<file path="src/rtl/isc_pkg.sv">
package isc_pkg;
    localparam int WORD_W    = 32;
    localparam int WIN_BITS  = 3;
    localparam int IDX_BITS  = 4;
    localparam int ADDR_W    = WIN_BITS + IDX_BITS;
    localparam int MAX_WORDS = 1 << IDX_BITS;

    typedef enum logic [WIN_BITS-1:0] {
        WIN_POL  = 3'd0,
        WIN_TRIG = 3'd1,
        WIN_DUAL = 3'd2,
        WIN_MSET = 3'd3,
        WIN_MCLR = 3'd4,
        WIN_MASK = 3'd5,
        WIN_PEND = 3'd6,
        WIN_EDGE = 3'd7
    } isc_win_e;
endpackage

</file>
<file path="src/rtl/isc_sync.sv">
module isc_sync #(
    parameter int WIDTH = 8
) (
    input  logic             clk,
    input  logic             rst_n,
    input  logic [WIDTH-1:0] d_async,
    output logic [WIDTH-1:0] q_sync
);
    logic [WIDTH-1:0] stage1_q;
    logic [WIDTH-1:0] stage2_q;

    always_ff @(posedge clk or negedge rst_n) begin
        if (!rst_n) begin
            stage1_q <= '0;
            stage2_q <= '0;
        end else begin
            stage1_q <= d_async;
            stage2_q <= stage1_q;
        end
    end

    assign q_sync = stage2_q;
endmodule

</file>
<file path="src/rtl/isc_edge_unit.sv">
module isc_edge_unit (
    input  logic clk,
    input  logic rst_n,
    input  logic line_s,
    input  logic pol,
    input  logic trig,
    input  logic dual,
    input  logic cmd_set,
    input  logic cmd_clr,
    output logic pend
);
    logic prev_q;
    logic latch_q;
    logic rise;
    logic fall;
    logic hit;

    assign rise = line_s & ~prev_q;
    assign fall = ~line_s & prev_q;

    // only an edge-mode source captures transitions
    always_comb begin
        if (!trig)
            hit = 1'b0;
        else if (dual)
            hit = rise | fall;
        else
            hit = pol ? rise : fall;
    end

    always_ff @(posedge clk or negedge rst_n) begin
        if (!rst_n) begin
            prev_q  <= 1'b0;
            latch_q <= 1'b0;
        end else begin
            prev_q  <= line_s;
            // a captured edge wins over a simultaneous clear
            latch_q <= cmd_set | hit | (latch_q & ~cmd_clr);
        end
    end

    assign pend = trig ? latch_q : ~(line_s ^ pol);
endmodule

</file>
<file path="src/rtl/isc_cfg_regs.sv">
module isc_cfg_regs
    import isc_pkg::*;
#(
    parameter int NUM_SRC = 64
) (
    input  logic                 clk,
    input  logic                 rst_n,
    input  logic                 reg_wr,
    input  logic [ADDR_W-1:0]    reg_addr,
    input  logic [WORD_W-1:0]    reg_wdata,
    input  logic [NUM_SRC-1:0]   pend,
    output logic [NUM_SRC-1:0]   pol_q,
    output logic [NUM_SRC-1:0]   trig_q,
    output logic [NUM_SRC-1:0]   dual_q,
    output logic [NUM_SRC-1:0]   mask_q,
    output logic [NUM_SRC-1:0]   cmd_set,
    output logic [NUM_SRC-1:0]   cmd_clr,
    output logic [WORD_W-1:0]    reg_rdata
);
    localparam int SRC_W     = $clog2(NUM_SRC);
    localparam int NUM_WORDS = (NUM_SRC + WORD_W - 1) / WORD_W;

    isc_win_e            win;
    logic [IDX_BITS-1:0] word;
    logic                cmd_hit;

    assign win     = isc_win_e'(reg_addr[ADDR_W-1:IDX_BITS]);
    assign word    = reg_addr[IDX_BITS-1:0];
    assign cmd_hit = reg_wr && (win == WIN_EDGE);

    for (genvar i = 0; i < NUM_SRC; i++) begin : g_src
        localparam int W = i / WORD_W;
        localparam int B = i % WORD_W;
        logic sel_w;
        logic p_q, t_q, d_q, m_q;

        assign sel_w = reg_wr && (word == IDX_BITS'(W));

        always_ff @(posedge clk or negedge rst_n) begin
            if (!rst_n) begin
                p_q <= 1'b0;
                t_q <= 1'b0;
                d_q <= 1'b0;
                m_q <= 1'b0;
            end else begin
                if (sel_w && win == WIN_POL)  p_q <= reg_wdata[B];
                if (sel_w && win == WIN_TRIG) t_q <= reg_wdata[B];
                if (sel_w && win == WIN_DUAL) d_q <= reg_wdata[B];
                if (sel_w && win == WIN_MSET && reg_wdata[B])
                    m_q <= 1'b1;
                else if (sel_w && win == WIN_MCLR && reg_wdata[B])
                    m_q <= 1'b0;
            end
        end

        assign pol_q[i]   = p_q;
        assign trig_q[i]  = t_q;
        assign dual_q[i]  = d_q;
        assign mask_q[i]  = m_q;
        assign cmd_set[i] = cmd_hit && reg_wdata[WORD_W-1]
                            && (reg_wdata[SRC_W-1:0] == SRC_W'(i));
        assign cmd_clr[i] = cmd_hit && !reg_wdata[WORD_W-1]
                            && (reg_wdata[SRC_W-1:0] == SRC_W'(i));
    end

    function automatic logic [WORD_W-1:0] pick(input logic [NUM_SRC-1:0] v,
                                               input logic [IDX_BITS-1:0] w);
        logic [WORD_W-1:0] r;
        r = '0;
        for (int b = 0; b < WORD_W; b++) begin
            int idx;
            idx = int'(w) * WORD_W + b;
            if (idx < NUM_SRC && int'(w) < NUM_WORDS)
                r[b] = v[idx];
        end
        return r;
    endfunction

    always_comb begin
        unique case (win)
            WIN_POL:  reg_rdata = pick(pol_q, word);
            WIN_TRIG: reg_rdata = pick(trig_q, word);
            WIN_DUAL: reg_rdata = pick(dual_q, word);
            WIN_MASK: reg_rdata = pick(mask_q, word);
            WIN_PEND: reg_rdata = pick(pend, word);
            WIN_MSET, WIN_MCLR, WIN_EDGE: reg_rdata = '0;
            default:  reg_rdata = '0;
        endcase
    end
endmodule

</file>
<file path="src/rtl/irq_src_cond.sv">
module irq_src_cond
    import isc_pkg::*;
#(
    parameter int NUM_SRC = 64
) (
    input  logic                clk,
    input  logic                rst_n,
    input  logic [NUM_SRC-1:0]  irq_raw,
    input  logic [ADDR_W-1:0]   reg_addr,
    input  logic                reg_wr,
    input  logic [WORD_W-1:0]   reg_wdata,
    output logic [WORD_W-1:0]   reg_rdata,
    output logic [NUM_SRC-1:0]  irq_out
);
    logic [NUM_SRC-1:0] line_s;
    logic [NUM_SRC-1:0] pol_q;
    logic [NUM_SRC-1:0] trig_q;
    logic [NUM_SRC-1:0] dual_q;
    logic [NUM_SRC-1:0] mask_q;
    logic [NUM_SRC-1:0] cmd_set;
    logic [NUM_SRC-1:0] cmd_clr;
    logic [NUM_SRC-1:0] pend;

    isc_sync #(.WIDTH(NUM_SRC)) u_sync (
        .clk     (clk),
        .rst_n   (rst_n),
        .d_async (irq_raw),
        .q_sync  (line_s)
    );

    for (genvar i = 0; i < NUM_SRC; i++) begin : g_cond
        isc_edge_unit u_edge (
            .clk     (clk),
            .rst_n   (rst_n),
            .line_s  (line_s[i]),
            .pol     (pol_q[i]),
            .trig    (trig_q[i]),
            .dual    (dual_q[i]),
            .cmd_set (cmd_set[i]),
            .cmd_clr (cmd_clr[i]),
            .pend    (pend[i])
        );
    end

    isc_cfg_regs #(.NUM_SRC(NUM_SRC)) u_cfg (
        .clk       (clk),
        .rst_n     (rst_n),
        .reg_wr    (reg_wr),
        .reg_addr  (reg_addr),
        .reg_wdata (reg_wdata),
        .pend      (pend),
        .pol_q     (pol_q),
        .trig_q    (trig_q),
        .dual_q    (dual_q),
        .mask_q    (mask_q),
        .cmd_set   (cmd_set),
        .cmd_clr   (cmd_clr),
        .reg_rdata (reg_rdata)
    );

    assign irq_out = pend & mask_q;
endmodule

</file>
<file path="config.mk">
export PLATFORM = sky130hd
export DESIGN_NAME = irq_src_cond
export DESIGN_NICKNAME = d
export VERILOG_FILES = /design/src/rtl/isc_pkg.sv /design/src/rtl/isc_sync.sv /design/src/rtl/isc_edge_unit.sv /design/src/rtl/isc_cfg_regs.sv /design/src/rtl/irq_src_cond.sv
export SDC_FILE = /design/constraint.sdc
export NUM_CORES = 1
export LEC_CHECK = 0
export ABC_AREA = 1
export BUFFER_PORTS_ARGS = -buffer_cell sky130_fd_sc_hd__buf_2
export CAP_MARGIN = 25
export CORE_AREA = 2 2 226 395
export CTS_CLUSTER_DIAMETER = 40
export DETAILED_ROUTE_END_ITERATION = 10
export DIE_AREA = 0 0 228 397
export GPL_TIMING_DRIVEN = 0
export HOLD_SLACK_MARGIN = 0.06
export SYNTH_ARGS = -nofsm -noshare
export SYNTH_HDL_FRONTEND = slang
export SYNTH_SLANG_ARGS = --single-unit
</file>
<file path="constraint.sdc">
create_clock -name clk -period 2.4 [get_ports clk]
set_input_delay 0.6 -clock clk [delete_from_list [all_inputs] [get_ports clk]]
set_output_delay 0.6 -clock clk [all_outputs]
set_load 0.005 [all_outputs]
</file>
==> results of run 1 <==
-- sequential cells by signal (all words and copies together), names as in the netlist --
register / flops
u_cfg.g_src.m_q: 64
g_cond.u_edge.latch_q: 64
u_cfg.g_src.p_q: 64
u_cfg.g_src.d_q: 64
g_cond.u_edge.prev_q: 64
u_sync.stage1_q: 64
u_cfg.g_src.t_q: 64
u_sync.q_sync: 64
-- area by class of cell --
class | instances | share of cell area, %
well taps | 1168 | 4.01
repair buffers | 483 | 11.5
multi-input cells | 2350 | 35.0
clock buffers | 93 | 5.36
clock inverters | 41 | 1.24
flip-flops and latches | 512 | 35.3
diodes | 7 | 0.0481
plain buffers | 129 | 3.47
inverters | 384 | 4.07
-- final timing paths --
kind | cells past startpoint | from | slack [ps] | to
max in group asynchronous | 4 | rst_n | 290 | u_cfg.g_src[26].p_q
min | 3 | reg_wdata[31] | 170 | u_cfg.g_src[31].m_q
max | 10 | reg_addr[0] | -220 | reg_rdata[24]
min reg2reg | 0 | u_sync.stage1_q[9] | 340 | u_sync.q_sync[9]
min in group asynchronous | 2 | rst_n | 470 | u_sync.stage1_q[5]
max reg2reg | 17 | u_sync.q_sync[9] | 10 | g_cond[9].u_edge.latch_q
-- metrics by stage --
| stage | setup TNS, ps | area (um2) | hold WS [ps] | utilization, % |
|---|---|---|---|---|
| after floorplan | 0 | 26000 | 304 | - |
| after global placement | -5558260 | 28500 | 332 | 32.6 |
| after detailed placement | -208370 | 29200 | 335 | 33.4 |
| after CTS | -4500 | 34500 | 139 | 39.4 |
| after global routing | -6390 | 36400 | 171 | 41.6 |
| final | -5020 | 36400 | 166 | 41.6 |
-- synth_stat cells --
cell type / n
a22oi_1: 43
nor2_1: 124
nand2_1: 1222
a21oi_1: 97
and3_1: 1
ha_1: 128
nor4_4: 2
nand4_1: 1
nand3_1: 217
o21ai_1: 31
nor3_2: 2
nor3_1: 1
inv_2: 2
buf_2: 29
o21ai_0: 417
clkinv_1: 2
clkbuf_1: 92
buf_1: 9
inv_1: 380
or2_2: 64
dfrtp_1: 512
-- worst max-delay path, cell delays in order --
cell	delay (ps)
buf_12	110
buf_16	170
clkinv_8	60
buf_16	160
buf_16	180
buf_12	160
nand2_1	70
nand3_2	100
a21oi_4	230
buf_2	150
-- metal layers --
layer	global-route usage, %	routed length [um]	vias to the layer above
li1	-	-	11900
met1	30.1	45000	12700
met2	42.5	55500	1569
met3	7.52	12300	648
met4	25.7	14900	22
met5	0	145	-
-- cell families after synthesis --
kind of cell | count (synthesis) | synth area share, %
buf+inv | 514 | 7.55
compound gates | 588 | 11.7
fa+ha+maj | 128 | 6.15
simple gates | 1634 | 25.4
flops | 512 | 49.2
-- power breakdown --
part,switching (mW),leakage (nW),internal [mW],total (mW)
combinational,2.37,9.92,1.53,3.89
clock,4.51,1.17,6.42,10.9
sequential,0.532,6.13,9.22,9.75
-- what timing repair did --
item,CTS,global route
gates cloned,9,11
pin swaps,76,136
hold endpoints to repair,129,0
setup buffers,74,84
gates resized for setup,456,413
hold buffers,65,0
setup endpoints to repair,82,91
==> metrics.md, run 1 <==
| Metric | Value |
|---|---|
| Initial Util | `29.7%` |
| CP Capture Type | `primary output` |
| DR vias/cell | `a little over 5` |
| I/O Buffers | `200` |
| Synth Cell Area | `0.0260 mm2` |
| DRT antenna net count | `0` |
| Startpoint types | `input pin` |
| H-tree Lvls | `3` |
| Syn nets | `3610` |
| Commonest non-fill, non-tap cell in the layout | `nand2_1` |
| Routability congestion estimate | `1.00` |
| Post-layout instance count excluding filler cells | `5167` |
| Routed WL per cell | `24.7 um` |
| Fin. Hold Viols | `0` |
| Synth cell types | `21` |
| Largest net degree at the start of global routing | `between 100 and 150` |
| Synth-to-layout area growth | `39.8%` |
| Setup Skew | `21.5 ps` |
| DP Cell Count | `4785` |
| RSZ-0062 raised after global routing | `yes` |
| Leading area contributor after synthesis | `dfrtp_1` |
| Die Ht | `about 400 um` |
| FP Rows | `144` |
| Fmax | `0.382 GHz` |
| DRC violations left | `0` |
| Sequential cell area | `about 0.013 mm2` |
| Worst Path Max Fanout | `8` |
| CORE AREA | `0.0876 mm2` |
| Vias in the first global route | `25800` |
| Failing checks | `negative setup slack` |
| Fin. max-slew vios | `0` |
| CTS root buffer | `clkbuf_16` |
| Total CTS buffers | `73` |
| DIE AREA | `0.0905 mm2` |
| Worst Setup Slack post-DPL | `-1560 ps` |
| WS Path Type | `input pin to primary output` |
| Min Tclk post-route | `2620 ps` |
| DR vias | `26800` |
| Layout cell share with drive strength beyond 1 | `28.3%` |
| Global-route wire length before repair | `roughly 180000 um` |
| Syn Inst Count | `3376` |
| Area of the multi-input gates | `0.0127 mm2` |
| Top cells by area, synth | `dfrtp_1 49%, nand2_1 18%, o21ai_0 8.0%, ha_1 6.1%, inv_1 5.5%` |
| Status | `finished with violations` |
| Pwr Total | `about 25 mW` |
| Post-route clock period utilization | `109%` |
| Rel. slew slack | `17.1%` |
| HP Class | `input pin to register` |
| Power per cell area | `675 mW/mm2` |
| Most frequent cells in the layout | `1043 x nand2_1, 484 x dfrtp_1, 365 x o21ai_0` |
| Final HPWL from detailed placement | `86400 um` |
| Total gr overflow | `0` |
| Worst slew pin tran | `1240 ps` |
| Insertion delay to the later sink of the worst-skew pair | `670 ps` |
| CTS tree | `done` |
| Seq cells post-synth | `roughly 510` |
| Clock Sinks | `512` |
| Critical path data required time | `1800 ps` |
| Reg clk slew, reported paths | `60 ps` |
| Pleak | `17.2 nW` |
| I/O Pins | `between 200 and 250` |
| Drt pass-1 iters | `6` |
| Data arrival, critical path | `2020 ps` |
| Max_cap viols | `0` |
| Yosys Warn Count | `0` |
| Fin worst setup slack | `-220 ps` |
| Nets | `4167` |
| Initial antenna violation count | `22` |
| Register area share after synthesis | `49.2%` |
| Post-Syn Area per Cell | `7.72 um2` |
| Total wire length | `128000 um` |
| DRT iter0 DRCs | `about 2800` |
| Synth top area share | `49.2%` |
| Final Setup Violations | `38` |
| Fill cell count | `between 8000 and 9000` |
| Gr usage total | `27.3%` |
| Max Root-Sink Buffers | `3` |
| Die W | `228 um` |
| IR Drop Worst-Case VDD | `428 uV` |
(Power assumes the default switching activity.)
==> run 2: changes to the inputs <==
==> constraint.sdc (replaced) <==
create_clock -name clk -period 3.13 [get_ports clk]
set_input_delay 0.7825 -clock clk [delete_from_list [all_inputs] [get_ports clk]]
set_output_delay 0.7825 -clock clk [all_outputs]
set_load 0.005 [all_outputs]
==> run 2 against run 1 <==
  * The run now ends clean
  * Clock skew down 3.4 ps
  * Sequential power fell by 24%
  * Flip-flop and latch count did not move
  * Combinational power is 43% lower
  * Clock power fell by 23%
  * Critical path depth rose by 2
  * Cell count fell by 4.4%
  * Global-route usage down 1.0 points
  * Final area down 12%
  * Register-to-register slack improved by 1600 ps
  * Largest cell class unchanged
  * Largest power group unchanged
==> metrics.md, run 2 (synthesis gave the netlist of run 1 again) <==
| Metric | Value |
|---|---|
| I/O Pins | `202 (unchanged)` |
| DR vias/cell | `5.11 (-1.6%)` |
| Global-route wire length before repair | `170000 um (-3.7%)` |
| IR Drop Worst-Case VDD | `326 uV (-24%)` |
| Rel. slew slack | `22.1% (+5.0 points)` |
| Initial antenna violation count | `18 (-18%)` |
| DRC violations left | `0 (unchanged)` |
| GR peak layer | `met2` |
| Power per cell area | `560 mW/mm2 (-17%)` |
| Fmax | `0.322 GHz` |
| TNS Setup | `0 ps (+5020 ps)` |
| Post-layout instance count excluding filler cells | `4938 (-4.4%)` |
| CP peak stage delay | `260 ps (+30 ps)` |
| Slowest cell on the critical path | `a21oi_2` |
| Layout cell share with drive strength beyond 1 | `14.5% (-14 points)` |
| Initial Util | `29.7% (unchanged)` |
| WS Path Type | `input pin to primary output` |
| Insertion delay to the later sink of the worst-skew pair | `660 ps (about the same)` |
| Startpoint types | `input pin` |
| Total gr overflow | `0 (unchanged)` |
| Total CTS buffers | `73 (unchanged)` |
| Max Root-Sink Buffers | `3 (unchanged)` |
| Fin. max-slew vios | `0 (unchanged)` |
| Largest net degree at the start of global routing | `117 (unchanged)` |
| Critical path data required time | `2350 ps (+550 ps)` |
| Die W | `228 um (unchanged)` |
| Total wire length | `120000 um (-6.2%)` |
| Most frequent cells in the layout | `1220 x nand2_1, 512 x dfrtp_1, 417 x o21ai_0` |
| CP Capture Type | `primary output` |
| Met1 GRT Util | `29.5% (-0.67 points)` |
| Reg clk slew, reported paths | `60 ps (about the same)` |
| Pleak | `15.4 nW (-10%)` |
| Min Tclk post-route | `3110 ps` |
| I/O Buffers | `200 (unchanged)` |
| Grt met3 use | `6.85% (-0.67 points)` |
| Routed WL per cell | `24.3 um (-1.8%)` |
| FP Rows | `144 (unchanged)` |
| Post-route clock period utilization | `a little under 100%` |
| Gr usage total | `26.3% (-1.0 points)` |
| Setup Skew | `18.1 ps (-3.40 ps)` |
| Routability congestion estimate | `1.00 (unchanged)` |
| DRT iter0 DRCs | `2603 (-6.8%)` |
| Worst Path Max Fanout | `8 (unchanged)` |
| Nets | `3938 (-5.5%)` |
| DP Cell Count | `4785 (unchanged)` |
| Status | `finished clean` |
| H-tree Lvls | `3 (unchanged)` |
| CORE AREA | `0.0876 mm2 (unchanged)` |
| Vias in the first global route | `24600 (-4.5%)` |
| DRT antenna net count | `0 (unchanged)` |
| DR vias | `25200 (-6.0%)` |
| Worst slew pin tran | `1160 ps (-74.3 ps)` |
| Final HPWL from detailed placement | `86400 um (unchanged)` |
| Drt pass-1 iters | `6 (unchanged)` |
| DIE AREA | `0.0905 mm2 (unchanged)` |
| Die Ht | `397 um (unchanged)` |
| CTS tree | `done` |
| Fin. Hold Viols | `0 (unchanged)` |
| Met2 usage in global routing | `41.7% (-0.83 points)` |
| Final Setup Violations | `0 (-100%)` |
| Data arrival, critical path | `2330 ps (+310 ps)` |
| Commonest non-fill, non-tap cell in the layout | `nand2_1` |
| Max_cap viols | `0 (unchanged)` |
| Clock Sinks | `512 (unchanged)` |
| Synth-to-layout area growth | `23.7%` |
| HP Class | `input pin to async pin` |
| CTS root buffer | `clkbuf_16` |
| Critical-path cell list | `buf_2 > inv_1 > nand2_2 > nor2_4 > buf_12 > buf_8 > buf_8 > nand2_1 > nand3_1 > nor2_1 > a21oi_2 > buf_2` |
[run 2: power by group]
group	total [mW]	internal [mW]	switching (mW)	leakage, nW
Clock	8.37	4.92	3.45	1.17
Combinational	2.22	0.716	1.51	8.09
Sequential	7.45	7.06	0.388	6.17
[run 2: critical path: cells and delay by family]
family | cells | cell delay [ps]
simple gates | 5 | 470
compound gates | 1 | 260
buf+inv | 6 | 790
[run 2: through the flow]
step	util, %	worst slack [ps]	hold slack (ps)	power (mW)	area, um2
after global placement	32.6	-9920	332	9.58	28500
final	36.8	21.2	98.8	18.0	32200
after detailed placement	33.4	-1190	335	9.66	29200
after global routing	36.8	-3.85	129	18.7	32200
after CTS	36.6	0.0364	90.9	18.1	32100
after floorplan	-	431	331	8.63	26000
[run 2: metal layers]
| layer | share of wire [%] | routed length [um] | up-vias |
|---|---|---|---|
| met5 | 0.10 | 124 | - |
| met4 | 10 | 12300 | 20 |
| met3 | 9.3 | 11100 | 523 |
| met2 | 44 | 53300 | 1421 |
| met1 | 36 | 43100 | 11900 |
| li1 | - | - | 11400 |
[run 2: repair_timing]
action                     4_1_cts  5_1_grt
pin swaps                        5        2
hold buffers                     0        0
buffers inserted                 6        4
setup endpoints to repair       32       30
gates resized for setup        149       33
[run 2: path summary, 6_finish.rpt]
path                                startpoint                        end  cells past startpoint  slack (ps)
hold / removal                           rst_n         u_sync.stage1_q[5]                      1         100
setup / recovery                   reg_addr[4]              reg_rdata[13]                     12          20
hold reg to reg            u_sync.stage1_q[38]          u_sync.q_sync[38]                      0         340
min in group clk                   irq_raw[47]        u_sync.stage1_q[47]                      1         230
setup reg to reg             u_sync.q_sync[45]  g_cond[45].u_edge.latch_q                      4        1610
max in group asynchronous                rst_n        u_sync.stage1_q[28]                      3        1410
[run 2: final cells by class]
cell class	count	area (um2)
fill	9231	55300
sequential	512	12800
multi-input combinational	2350	11400
clock buffer	93	1950
timing repair buffer	255	1860
tap	1168	1460
inverter	384	1460
buffer	128	788
clock inverter	41	453
antenna	7	17.5
